==> config.mk <==
export PLATFORM = sky130hd
export DESIGN_NAME = brf_redirect_ctl
export DESIGN_NICKNAME = d
export VERILOG_FILES = /design/src/rtl/brf_pkg.sv /design/src/rtl/brf_ctl_pipe.sv /design/src/rtl/brf_redirect_arb.sv /design/src/rtl/brf_bubble_ctr.sv /design/src/rtl/brf_redirect_ctl.sv
export SDC_FILE = /design/constraint.sdc
export NUM_CORES = 1
export LEC_CHECK = 0
export ABC_AREA = 1
export BUFFER_PORTS_ARGS = -buffer_cell sky130_fd_sc_hd__buf_2
export CORE_MARGIN = 10
export CORE_UTILIZATION = 45
export DETAILED_ROUTE_END_ITERATION = 12
export GPL_TIMING_DRIVEN = 0
export PLACE_DENSITY = 0.7
export SYNTH_ARGS = -nofsm -noshare
export SYNTH_HDL_FRONTEND = slang
export SYNTH_HIERARCHICAL = 1
export SYNTH_SLANG_ARGS = --single-unit
==> constraint.sdc <==
create_clock -name clk -period 2.9 [get_ports clk]
set_input_delay 0.145 -clock clk [delete_from_list [all_inputs] [get_ports clk]]
set_output_delay 0.145 -clock clk [all_outputs]
set_load 0.1 [all_outputs]
==> src/rtl/brf_pkg.sv <==
package brf_pkg;

    localparam int KIND_W = 3;

    localparam logic [KIND_W-1:0] OP_NONE = 3'd0;
    localparam logic [KIND_W-1:0] OP_J    = 3'd1;
    localparam logic [KIND_W-1:0] OP_JAL  = 3'd2;
    localparam logic [KIND_W-1:0] OP_BEQ  = 3'd3;
    localparam logic [KIND_W-1:0] OP_BNE  = 3'd4;

    typedef enum logic [2:0] {
        SEL_SEQ = 3'd0,
        SEL_BTB = 3'd1,
        SEL_DEC = 3'd2,
        SEL_EXE = 3'd3,
        SEL_MEM = 3'd4
    } pc_sel_e;

    function automatic logic is_jump(input logic [KIND_W-1:0] k);
        return (k == OP_J) || (k == OP_JAL);
    endfunction

    function automatic logic is_cond(input logic [KIND_W-1:0] k);
        return (k == OP_BEQ) || (k == OP_BNE);
    endfunction

    function automatic logic cond_taken(input logic [KIND_W-1:0] k, input logic eq);
        return ((k == OP_BEQ) && eq) || ((k == OP_BNE) && !eq);
    endfunction

endpackage

==> src/rtl/brf_ctl_pipe.sv <==
module brf_ctl_pipe
    import brf_pkg::*;
#(
    parameter int AW = 32
) (
    input  logic              clk,
    input  logic              rst_n,
    input  logic              f_valid,
    input  logic [KIND_W-1:0] f_kind,
    input  logic              f_wen,
    input  logic              f_pred,
    input  logic [AW-1:0]     f_target,
    input  logic              cmp_eq,
    input  logic              flush_if,
    input  logic              flush_id,
    input  logic              flush_ex,
    output logic              id_valid,
    output logic [KIND_W-1:0] id_kind,
    output logic              id_pred,
    output logic [AW-1:0]     id_target,
    output logic              ex_valid,
    output logic [KIND_W-1:0] ex_kind,
    output logic [AW-1:0]     ex_target,
    output logic              mem_valid,
    output logic [KIND_W-1:0] mem_kind,
    output logic              mem_eq,
    output logic [AW-1:0]     mem_target,
    output logic              wb_valid,
    output logic              wb_wen
);

    typedef struct packed {
        logic              id_valid;
        logic [KIND_W-1:0] id_kind;
        logic              id_wen;
        logic              id_pred;
        logic [AW-1:0]     id_target;
        logic              ex_valid;
        logic [KIND_W-1:0] ex_kind;
        logic              ex_wen;
        logic [AW-1:0]     ex_target;
        logic              mem_valid;
        logic [KIND_W-1:0] mem_kind;
        logic              mem_wen;
        logic              mem_eq;
        logic [AW-1:0]     mem_target;
        logic              wb_valid;
        logic              wb_wen;
    } pipe_t;

    pipe_t pipe_d, pipe_q;

    always_comb begin
        pipe_d = pipe_q;

        // decode slot: a squashed or empty fetch slot enters as a bubble
        if (flush_if || !f_valid) begin
            pipe_d.id_valid  = 1'b0;
            pipe_d.id_kind   = OP_NONE;
            pipe_d.id_wen    = 1'b0;
            pipe_d.id_pred   = 1'b0;
            pipe_d.id_target = '0;
        end else begin
            pipe_d.id_valid  = 1'b1;
            pipe_d.id_kind   = f_kind;
            pipe_d.id_wen    = f_wen;
            pipe_d.id_pred   = f_pred;
            pipe_d.id_target = f_target;
        end

        if (flush_id) begin
            pipe_d.ex_valid  = 1'b0;
            pipe_d.ex_kind   = OP_NONE;
            pipe_d.ex_wen    = 1'b0;
            pipe_d.ex_target = '0;
        end else begin
            pipe_d.ex_valid  = pipe_q.id_valid;
            pipe_d.ex_kind   = pipe_q.id_kind;
            pipe_d.ex_wen    = pipe_q.id_wen;
            pipe_d.ex_target = pipe_q.id_target;
        end

        // the compare result is captured as the slot leaves execute
        if (flush_ex) begin
            pipe_d.mem_valid  = 1'b0;
            pipe_d.mem_kind   = OP_NONE;
            pipe_d.mem_wen    = 1'b0;
            pipe_d.mem_eq     = 1'b0;
            pipe_d.mem_target = '0;
        end else begin
            pipe_d.mem_valid  = pipe_q.ex_valid;
            pipe_d.mem_kind   = pipe_q.ex_kind;
            pipe_d.mem_wen    = pipe_q.ex_wen;
            pipe_d.mem_eq     = cmp_eq;
            pipe_d.mem_target = pipe_q.ex_target;
        end

        pipe_d.wb_valid = pipe_q.mem_valid;
        pipe_d.wb_wen   = pipe_q.mem_wen;
    end

    always_ff @(posedge clk) begin
        if (!rst_n) pipe_q <= '0;
        else        pipe_q <= pipe_d;
    end

    assign id_valid   = pipe_q.id_valid;
    assign id_kind    = pipe_q.id_kind;
    assign id_pred    = pipe_q.id_pred;
    assign id_target  = pipe_q.id_target;
    assign ex_valid   = pipe_q.ex_valid;
    assign ex_kind    = pipe_q.ex_kind;
    assign ex_target  = pipe_q.ex_target;
    assign mem_valid  = pipe_q.mem_valid;
    assign mem_kind   = pipe_q.mem_kind;
    assign mem_eq     = pipe_q.mem_eq;
    assign mem_target = pipe_q.mem_target;
    assign wb_valid   = pipe_q.wb_valid;
    assign wb_wen     = pipe_q.wb_wen;


    if_squash_chk: assert property (@(posedge clk) disable iff (!rst_n)
        flush_if |=> (!pipe_q.id_valid && !pipe_q.id_wen));


    id_squash_chk: assert property (@(posedge clk) disable iff (!rst_n)
        flush_id |=> (!pipe_q.ex_valid && !pipe_q.ex_wen));


    ex_squash_chk: assert property (@(posedge clk) disable iff (!rst_n)
        flush_ex |=> (!pipe_q.mem_valid && !pipe_q.mem_wen));

endmodule

==> src/rtl/brf_redirect_arb.sv <==
module brf_redirect_arb
    import brf_pkg::*;
#(
    parameter int AW = 32
) (
    input  logic              cfg_jump_fetch,
    input  logic              cfg_branch_mem,
    input  logic              f_valid,
    input  logic [KIND_W-1:0] f_kind,
    input  logic              btb_hit,
    input  logic [AW-1:0]     btb_target,
    input  logic              id_valid,
    input  logic [KIND_W-1:0] id_kind,
    input  logic              id_pred,
    input  logic [AW-1:0]     id_target,
    input  logic              ex_valid,
    input  logic [KIND_W-1:0] ex_kind,
    input  logic [AW-1:0]     ex_target,
    input  logic              cmp_eq,
    input  logic              mem_valid,
    input  logic [KIND_W-1:0] mem_kind,
    input  logic              mem_eq,
    input  logic [AW-1:0]     mem_target,
    output pc_sel_e           sel,
    output logic [AW-1:0]     redirect_pc,
    output logic              flush_if,
    output logic              flush_id,
    output logic              flush_ex,
    output logic              f_pred,
    output logic [1:0]        n_flushed
);

    logic mem_take, ex_take, dec_take, fet_take;

    assign mem_take = cfg_branch_mem && mem_valid && is_cond(mem_kind) && cond_taken(mem_kind, mem_eq);
    assign ex_take  = !cfg_branch_mem && ex_valid && is_cond(ex_kind) && cond_taken(ex_kind, cmp_eq);
    assign dec_take = id_valid && is_jump(id_kind) && !id_pred;
    assign fet_take = cfg_jump_fetch && f_valid && btb_hit && is_jump(f_kind);

    assign f_pred = fet_take;

    always_comb begin
        sel         = SEL_SEQ;
        redirect_pc = '0;
        flush_if    = 1'b0;
        flush_id    = 1'b0;
        flush_ex    = 1'b0;
        if (mem_take) begin
            sel         = SEL_MEM;
            redirect_pc = mem_target;
            flush_if    = 1'b1;
            flush_id    = 1'b1;
            flush_ex    = 1'b1;
        end else if (ex_take) begin
            sel         = SEL_EXE;
            redirect_pc = ex_target;
            flush_if    = 1'b1;
            flush_id    = 1'b1;
        end else if (dec_take) begin
            sel         = SEL_DEC;
            redirect_pc = id_target;
            flush_if    = 1'b1;
        end else if (fet_take) begin
            sel         = SEL_BTB;
            redirect_pc = btb_target;
        end
    end

    assign n_flushed = {1'b0, flush_if & f_valid}
                     + {1'b0, flush_id & id_valid}
                     + {1'b0, flush_ex & ex_valid};

endmodule

==> src/rtl/brf_bubble_ctr.sv <==
module brf_bubble_ctr #(
    parameter int CW = 16
) (
    input  logic          clk,
    input  logic          rst_n,
    input  logic [1:0]    inc,
    output logic [CW-1:0] count
);

    logic [CW-1:0] cnt_d, cnt_q;

    always_comb begin
        cnt_d = cnt_q + CW'(inc);
    end

    always_ff @(posedge clk) begin
        if (!rst_n) cnt_q <= '0;
        else        cnt_q <= cnt_d;
    end

    assign count = cnt_q;

endmodule

==> src/rtl/brf_redirect_ctl.sv <==
module brf_redirect_ctl
    import brf_pkg::*;
#(
    parameter int AW = 32,
    parameter int CW = 16
) (
    input  logic          clk,
    input  logic          rst_n,
    input  logic          cfg_jump_fetch,
    input  logic          cfg_branch_mem,
    input  logic          f_valid,
    input  logic [2:0]    f_kind,
    input  logic          f_wen,
    input  logic [AW-1:0] f_target,
    input  logic          btb_hit,
    input  logic [AW-1:0] btb_target,
    input  logic          cmp_eq,
    output logic [2:0]    pc_sel,
    output logic [AW-1:0] redirect_pc,
    output logic          flush_if,
    output logic          flush_id,
    output logic          flush_ex,
    output logic          wb_valid,
    output logic          wb_wen,
    output logic [CW-1:0] bubble_cnt
);

    logic              id_valid, id_pred, ex_valid, mem_valid, mem_eq, f_pred;
    logic [KIND_W-1:0] id_kind, ex_kind, mem_kind;
    logic [AW-1:0]     id_target, ex_target, mem_target;
    logic [1:0]        n_flushed;
    pc_sel_e           sel;

    brf_ctl_pipe #(.AW(AW)) u_pipe (
        .clk        (clk),
        .rst_n      (rst_n),
        .f_valid    (f_valid),
        .f_kind     (f_kind),
        .f_wen      (f_wen),
        .f_pred     (f_pred),
        .f_target   (f_target),
        .cmp_eq     (cmp_eq),
        .flush_if   (flush_if),
        .flush_id   (flush_id),
        .flush_ex   (flush_ex),
        .id_valid   (id_valid),
        .id_kind    (id_kind),
        .id_pred    (id_pred),
        .id_target  (id_target),
        .ex_valid   (ex_valid),
        .ex_kind    (ex_kind),
        .ex_target  (ex_target),
        .mem_valid  (mem_valid),
        .mem_kind   (mem_kind),
        .mem_eq     (mem_eq),
        .mem_target (mem_target),
        .wb_valid   (wb_valid),
        .wb_wen     (wb_wen)
    );

    brf_redirect_arb #(.AW(AW)) u_arb (
        .cfg_jump_fetch (cfg_jump_fetch),
        .cfg_branch_mem (cfg_branch_mem),
        .f_valid        (f_valid),
        .f_kind         (f_kind),
        .btb_hit        (btb_hit),
        .btb_target     (btb_target),
        .id_valid       (id_valid),
        .id_kind        (id_kind),
        .id_pred        (id_pred),
        .id_target      (id_target),
        .ex_valid       (ex_valid),
        .ex_kind        (ex_kind),
        .ex_target      (ex_target),
        .cmp_eq         (cmp_eq),
        .mem_valid      (mem_valid),
        .mem_kind       (mem_kind),
        .mem_eq         (mem_eq),
        .mem_target     (mem_target),
        .sel            (sel),
        .redirect_pc    (redirect_pc),
        .flush_if       (flush_if),
        .flush_id       (flush_id),
        .flush_ex       (flush_ex),
        .f_pred         (f_pred),
        .n_flushed      (n_flushed)
    );

    brf_bubble_ctr #(.CW(CW)) u_ctr (
        .clk   (clk),
        .rst_n (rst_n),
        .inc   (n_flushed),
        .count (bubble_cnt)
    );

    assign pc_sel = sel;


    older_drains_chk: assert property (@(posedge clk) disable iff (!rst_n)
        (sel == SEL_MEM || sel == SEL_EXE) |=> (sel == SEL_SEQ || sel == SEL_BTB));


    idle_count_chk: assert property (@(posedge clk) disable iff (!rst_n)
        (sel == SEL_SEQ || sel == SEL_BTB) |=> $stable(bubble_cnt));

endmodule

# Word level (Yosys, flattened, before mapping)
# Cells that the tools add are included.
# classes
addsub	3
multipliers	0
n_div	0
n_lt_le_gt_ge	0
eq_ne	8
shifts	0
mux	15
bitwise	4
n_reduce_logical	30
# op_table
operator	count
$mux 32	4
$mux 38	1
$add 16x2->16	1
$logic_and 1x1->1	15
$eq 3x2->1 const B	4
$mux 3	3
$logic_or 1x1->1	7
$mux 1	7
$eq 3x1->1 const B	2
$eq 3x3->1 const B	2
$reduce_or 2->1	3
$logic_not 1->1	5
$and 1x1->1	3
$add 1x1->2	1
$add 2x1->2	1
$not 1->1	1
# totals
ff_bits	131
latchBits	0
ram_bits	0
rom_bits	0
input_bits	75
wordCells	77
mem_count	0

# Depth between registers and ports, before layout
# depth
ltp_word	11
mapped_depth	21
ltp_nobuf	18

# Hierarchy
# The synthesis kept the hierarchy.
# by_module_without_submodules
mod	instances	cells_per_inst	area_each_um2
brf_ctl_pipe	1	466	4145.2
brf_redirect_arb	1	396	1744.2
brf_bubble_ctr	1	121	812.0

# Worst setup path after synthesis
# No wires, ideal clock.
# synth_path
path_type	register -> register
from	register u_pipe.pipe_q, in the netlist u_pipe/ex_kind[0]
to	register u_ctr.cnt_q[12] (netlist: u_ctr/count[12])
setup_time_ns	0.114
arrival_time_ns	3.422
slack_ns	-0.636
stages_incl_launch_ff	21
path_buffers	3
synth_period_minus_slack_ns	3.536
path_cell_list	dfxtp_1 -> buf_4 -> inv_1 -> nand2_1 -> nand2_1 -> nand3_2 -> buf_6 -> buf_6 -> nand3_2 -> nand2_1 -> inv_1 -> fa_1 -> ha_1 -> inv_1 -> fa_1 -> inv_1 -> nand3_2 -> nor2_4 -> nand3_1 -> nor2_1 -> nor2_1
# synth_via
elab_chain_len	10
elab_cells_between_ends	17
# synth_rtl
item	line_no	source
start: declaration	brf_ctl_pipe.sv:51	pipe_t pipe_d, pipe_q;
start signal: assignment	brf_ctl_pipe.sv:104	else pipe_q <= pipe_d;
$eq 3x2->1 or $eq 3x3->1 (tied branches)	brf_pkg.sv:24, brf_pkg.sv:28	
$logic_or 1x1->1 or $logic_and 1x1->1 (tied branches)	brf_pkg.sv:24, brf_pkg.sv:28	
$logic_and 1x1->1 or $logic_or 1x1->1 (tied branches)	brf_redirect_arb.sv:36, brf_pkg.sv:28	
$logic_and 1x1->1 (*)	brf_redirect_arb.sv:36	assign ex_take = !cfg_branch_mem && ex_valid && is_cond(ex_kind) && cond_taken(ex_kind, cmp_eq);
$mux 1 (*)	brf_redirect_arb.sv:54	end else if (ex_take) begin
$mux 1 (*)	brf_redirect_arb.sv:48	if (mem_take) begin
net flush_if	brf_redirect_ctl.sv:20	output logic flush_if,
$and 1x1->1 (*)	brf_redirect_arb.sv:69	assign n_flushed = {1'b0, flush_if & f_valid}
$add 1x1->2 (*)	brf_redirect_arb.sv:70	+ {1'b0, flush_id & id_valid}
$add 2x1->2 (*)	brf_redirect_arb.sv:71	+ {1'b0, flush_ex & ex_valid};
net n_flushed[0]	brf_redirect_ctl.sv:31	logic [1:0] n_flushed;
$add 16x2->16 (*)	brf_bubble_ctr.sv:13	cnt_d = cnt_q + CW'(inc);
end signal: assignment	brf_bubble_ctr.sv:18	else cnt_q <= cnt_d;
end: declaration	brf_bubble_ctr.sv:10	logic [CW-1:0] cnt_d, cnt_q;
# Mark *: on every way through the listed nets, which the timed path passes. The rest lies on a longest branch.
# A chain may end at the register's enable or synchronous reset.

# Worst setup path in the final report
# layout_path
from	register u_pipe.pipe_q, in the netlist u_pipe/id_kind[2]
to	register u_ctr.cnt_q[12] (netlist: u_ctr/count[12])
# layout_via
elab_chain_len	11
elab_cells_between_ends	12
# layout_rtl
item	line_no	source
$eq 3x1->1 or $eq 3x2->1 (tied branches)	brf_pkg.sv:20	return (k == OP_J) || (k == OP_JAL);
$logic_or 1x1->1 (*)	brf_pkg.sv:20	
$logic_and 1x1->1 (*) (2 in series)	brf_redirect_arb.sv:37	assign dec_take = id_valid && is_jump(id_kind) && !id_pred;
$mux 1 (*)	brf_redirect_arb.sv:59	end else if (dec_take) begin
$mux 1 (*)	brf_redirect_arb.sv:54	
$mux 1 (*)	brf_redirect_arb.sv:48	
$and 1x1->1 (*)	brf_redirect_arb.sv:69	
$add 1x1->2 (*)	brf_redirect_arb.sv:70	
$add 2x1->2 (*)	brf_redirect_arb.sv:71	
net n_flushed[0]	brf_redirect_ctl.sv:31	
$add 16x2->16 (*)	brf_bubble_ctr.sv:13	
# Marks and branches as above.

==> flow_metrics.py <==
metrics = {
    "final_layout": {
        "syn_to_final_growth_pct": 29.8,
        "final_net_count": 1257,
        "antenna_cells": 0,
        "post-route-util": 0.596,
        "stdcell_area_mm2": 0.00870,
        "stdcell_count": 1373,
        "drive_above_1_share": 0.309,
        "fillers": 1323,
    },
    "sta": {
        "max_slew_margin": 0.660,
        "fin_ws_ns": 0.176,
        "worst_pin_slew_ns": 0.514,
        "fin_crit_sh": 0.939,
        "finalCriticalPeriod_ns": 2.72,
        "setup_viol": 0,
        "slew_viol_final": 0,
        "hold_violations": 0,
        "fmax_mhz": 367,
        "finClkSkew_ns": 0.00764,
        "final.setup.tns_ns": 0,
    },
    "hold_path": {
        "holdCritStartpoint": "rst_n",
        "hp-class": "primary input to flip-flop",
        "whs_endpoint": "u_pipe/wb_valid$_SDFF_PN0_",
        "hold_depth": 3,
    },
    "worst_setup_path": {
        "crit_required_ns": 3.25,
        "crit_path_end_kind": "flip-flop",
        "crit_type": "flip-flop to flip-flop",
        "cp.arrival_ns": 3.08,
        "worstReg2RegEnd": "u_ctr/count[12]$_SDFF_PN0_",
        "crit_chain": "buf_4, inv_2, nand2_2, nor2_4, nand2_8, nand3_4, nand2_2, inv_2, fa_1, ha_2, inv_2, fa_2, inv_2, nand3_4, nor2_4, nand3_2, nand2_1, nand2_1, nor2_1",
        "cp_top_family": "adder cells",
        "cp_max_fo": 8,
        "r2r_start": "u_pipe/id_kind[2]$_SDFF_PP0_",
        "crit_slowest_cell": "fa_1",
        "critPathMostFrequentCell": "inv_2",
        "crit_buf_inv": 5,
        "ff2ff_path_depth": 19,
        "ff2ff_setup_slack_ns": 0.18,
        "slowest_delay_ns": 0.53,
        "crit_path_start_kind": "flip-flop",
    },
    "die": {
        "start_util": 0.459,
        "die_w_um": 142,
        "die_area_mm2": 0.0202,
        "row_count": 44,
        "core_area_mm2": 0.0146,
        "die_height_um": 142,
        "ios": 131,
    },
    "clock_network": {
        "numCtsBuffers": 17,
        "clk_latency_ns": 0.41,
        "numClockSinks": 131,
        "htreeDepth": 4,
        "clock_path_buffers": 2,
        "path_clk_slew_ns": 0.05,
        "cts_tree": "yes",
        "cts-root-buf": "clkbuf_16",
    },
    "global_routing": {
        "grt_overflow_total": 0,
        "grt_busiest_layer": "met2",
        "grt_pass1_vias": 5878,
        "grtUsageMet3": 0.0437,
        "gr-usage-met2": 0.305,
        "grt_pass1_wl_mm": 28.0,
        "use_met1": 0.192,
        "grt_max_degree": 17,
        "antenna_found_initial": 0,
        "grt.total_usage": 0.172,
    },
    "outcome": {
        "status": "finished clean",
    },
    "pwr": {
        "power_frac_comb": 0.098,
        "p_sw_frac": 0.226,
        "power.share.clock": 0.480,
        "switching_power_mw": 1.00,
        "power_frac_seq": 0.423,
        "total_leakage_power_nw": 4.71,
        "p_int_mw": 3.42,
        "ir_drop_mv": 0.328,
        "power_density_mw_per_mm2": 509,
    },
    "yosys": {
        "synth_nets": 1062,
        "synth_seq_cells": 131,
        "ys_warn_count": 6,
        "seq_area_frac_synth": 0.391,
        "syn-mean-instance-area_um2": 6.82,
        "syn-cell-area_mm2": 0.00670,
        "netlist_instances": 983,
        "yosys.cell_types.count": 26,
    },
    "routing": {
        "wl_mm": 17.2,
        "drc": 0,
        "drt-pass1-iter-count": 5,
        "drt_iter0_drc": 270,
        "wl_per_cell_um": 12.5,
        "vias_per_cell": 4.29,
        "num_vias": 5890,
        "ant_nets": 0,
    },
    "placed_design": {
        "placed_cells": 1297,
        "dp_hpwl_mm": 12.0,
        "preCtsSetupSlack_ns": -0.283,
        "io_buffers": 130,
        "placed_area_mm2": 0.00763,
        "finalWeightedCongestion": 0.815,
    },
    "flow_run": {
        "maxCapViolCount": 0,
    },
}
-- synthesized netlist by cell type --
| library cell | number | area, µm² |
|---|---|---|
| fa_1 | 2 | 40.0 |
| o21ai_2 | 2 | 17.5 |
| buf_8 | 1 | 15.0 |
| buf_4 | 112 | 841 |
| dfxtp_1 | 131 | 2620 |
| a21boi_1 | 1 | 7.51 |
| nor2_4 | 13 | 146 |
| buf_6 | 11 | 124 |
| o21ai_0 | 3 | 15.0 |
| nor2_2 | 4 | 25.0 |
| nand2_2 | 3 | 18.8 |
| nor3_1 | 2 | 10.0 |
| ha_1 | 2 | 25.0 |
| nor2_1 | 185 | 694 |
| nand2_4 | 1 | 11.3 |
| o21bai_1 | 2 | 15.0 |
| inv_2 | 2 | 7.51 |
| a21oi_1 | 8 | 40.0 |
| clkbuf_1 | 1 | 3.75 |
| xor2_1 | 1 | 8.76 |
| nand3_2 | 5 | 50.1 |
| nand4_1 | 3 | 18.8 |
| nand2_1 | 215 | 807 |
| nand3_1 | 71 | 355 |
| buf_2 | 19 | 95.1 |
| inv_1 | 183 | 687 |
-- power groups by stage --
stage	logic (mW)	registers (mW)	clock network, mW
floorplan	0.264	1.91	0
global placement	0.380	1.91	0
detailed placement	0.384	1.91	0
CTS	0.427	1.87	2.16
global route	0.469	1.88	2.24
finish	0.431	1.87	2.12
-- kinds of logic (layout without fill, tap and decap cells) --
logic type,after synthesis,in the layout,share of synthesized area
xor gates and xnor gates,1,1,0.00131
DFF,131,131,0.391
adders and majority gates,4,4,0.00971
buffers and inverters,329,535,0.265
AOI/OAI and AO/OA,16,16,0.0142
and+or+nand+nor,502,502,0.319
-- layout by cell type, fill, tap and decap left out, drive strengths merged --
cell type and count:
bufinv 2, clkbuf 27, nand4 3, ha 2, nand3 76, dlygate4sd3 36
dfxtp 131, clkinv 2, nor3 2, fa 2, a21oi 8, o21bai 2
buf 282, xor2 1, dlymetal6s4s 1, inv 185, nand2 219, a21boi 1
o21ai 5, nor2 202
-- worst max path at each step --
stage	cells past startpoint	end	slack [ns]	from
floorplan	19	u_ctr/count[12]$_SDFF_PN0_	-0.33	u_pipe/ex_kind[1]$_SDFF_PP0_
global placement	19	u_ctr/count[12]$_SDFF_PN0_	-0.27	u_pipe/id_kind[0]$_SDFF_PP0_
detailed placement	19	u_ctr/count[12]$_SDFF_PN0_	-0.28	u_pipe/id_kind[0]$_SDFF_PP0_
CTS	19	u_ctr/count[12]$_SDFF_PN0_	0.005	u_pipe/ex_kind[1]$_SDFF_PP0_
global route	18	u_ctr/count[12]$_SDFF_PN0_	-0.01	u_pipe/id_kind[1]$_SDFF_PP0_
finish	19	u_ctr/count[12]$_SDFF_PN0_	0.18	u_pipe/id_kind[2]$_SDFF_PP0_
-- worst reg2reg max path: stages, from the launching register on --
cell     delay, ns
dfxtp_2       0.32
buf_4         0.10
inv_2         0.03
nand2_2       0.06
nor2_4        0.07
nand2_8       0.07
nand3_4       0.07
nand2_2       0.07
inv_2         0.04
fa_1          0.53
ha_2          0.20
inv_2         0.04
fa_2          0.36
inv_2         0.08
nand3_4       0.08
nor2_4        0.22
nand3_2       0.11
nand2_1       0.08
nand2_1       0.04
nor2_1        0.10
-- area by class of cell --
type / count / area, µm² / area share
Buffer: 133 / 991 / 0.114
Clock buffer: 26 / 519 / 0.0597
Clock inverter: 4 / 70.1 / 0.00806
Inverter: 185 / 694 / 0.0798
Multi-Input combinational cell: 523 / 2380 / 0.274
Sequential cell: 131 / 2630 / 0.303
Tap cell: 184 / 230 / 0.0265
Timing Repair Buffer: 187 / 1180 / 0.135
-- layer usage --
layer	wire length, µm	vias to the layer above
li1	-	3137
met4	285	0
met3	956	23
met1	7300	2607
met5	0	-
met2	8660	123
-- per-stage QoR --
stage          power, mW  hold WS, ns
2_1_floorplan       2.17        0.238
3_3_place_gp        2.29        0.359
6_report            4.42       0.0490
4_1_cts             4.46       0.0244
5_1_grt             4.59       0.0620
3_5_place_dp        2.29        0.366
-- state kept, by name, summed over array words and instances, names as in the netlist --
| signal | flops |
|---|---|
| u_pipe/id_pred | 1 |
| u_pipe/wb_wen | 1 |
| u_pipe/ex_kind | 3 |
| u_pipe/mem_valid | 1 |
| u_pipe/id_target | 32 |
| u_pipe/ex_valid | 1 |
| u_pipe/mem_kind | 3 |
| u_pipe/id_kind | 3 |
| u_pipe/pipe_q | 2 |
| u_pipe/mem_eq | 1 |
| u_pipe/ex_target | 32 |
| u_pipe/id_valid | 1 |
| u_pipe/pipe_d | 1 |
| u_ctr/count | 16 |
| u_pipe/mem_target | 32 |
| u_pipe/wb_valid | 1 |
-- timing repair --
item | CTS | global route
setup endpoints to repair | 6 | 7
endpoints found under the hold margin | 37 | 0
setup buffers | 6 | 15
pin swaps | 4 | 18
resized for setup | 5 | 21
hold buffers | 37 | 0
(Power assumes the default switching activity.)
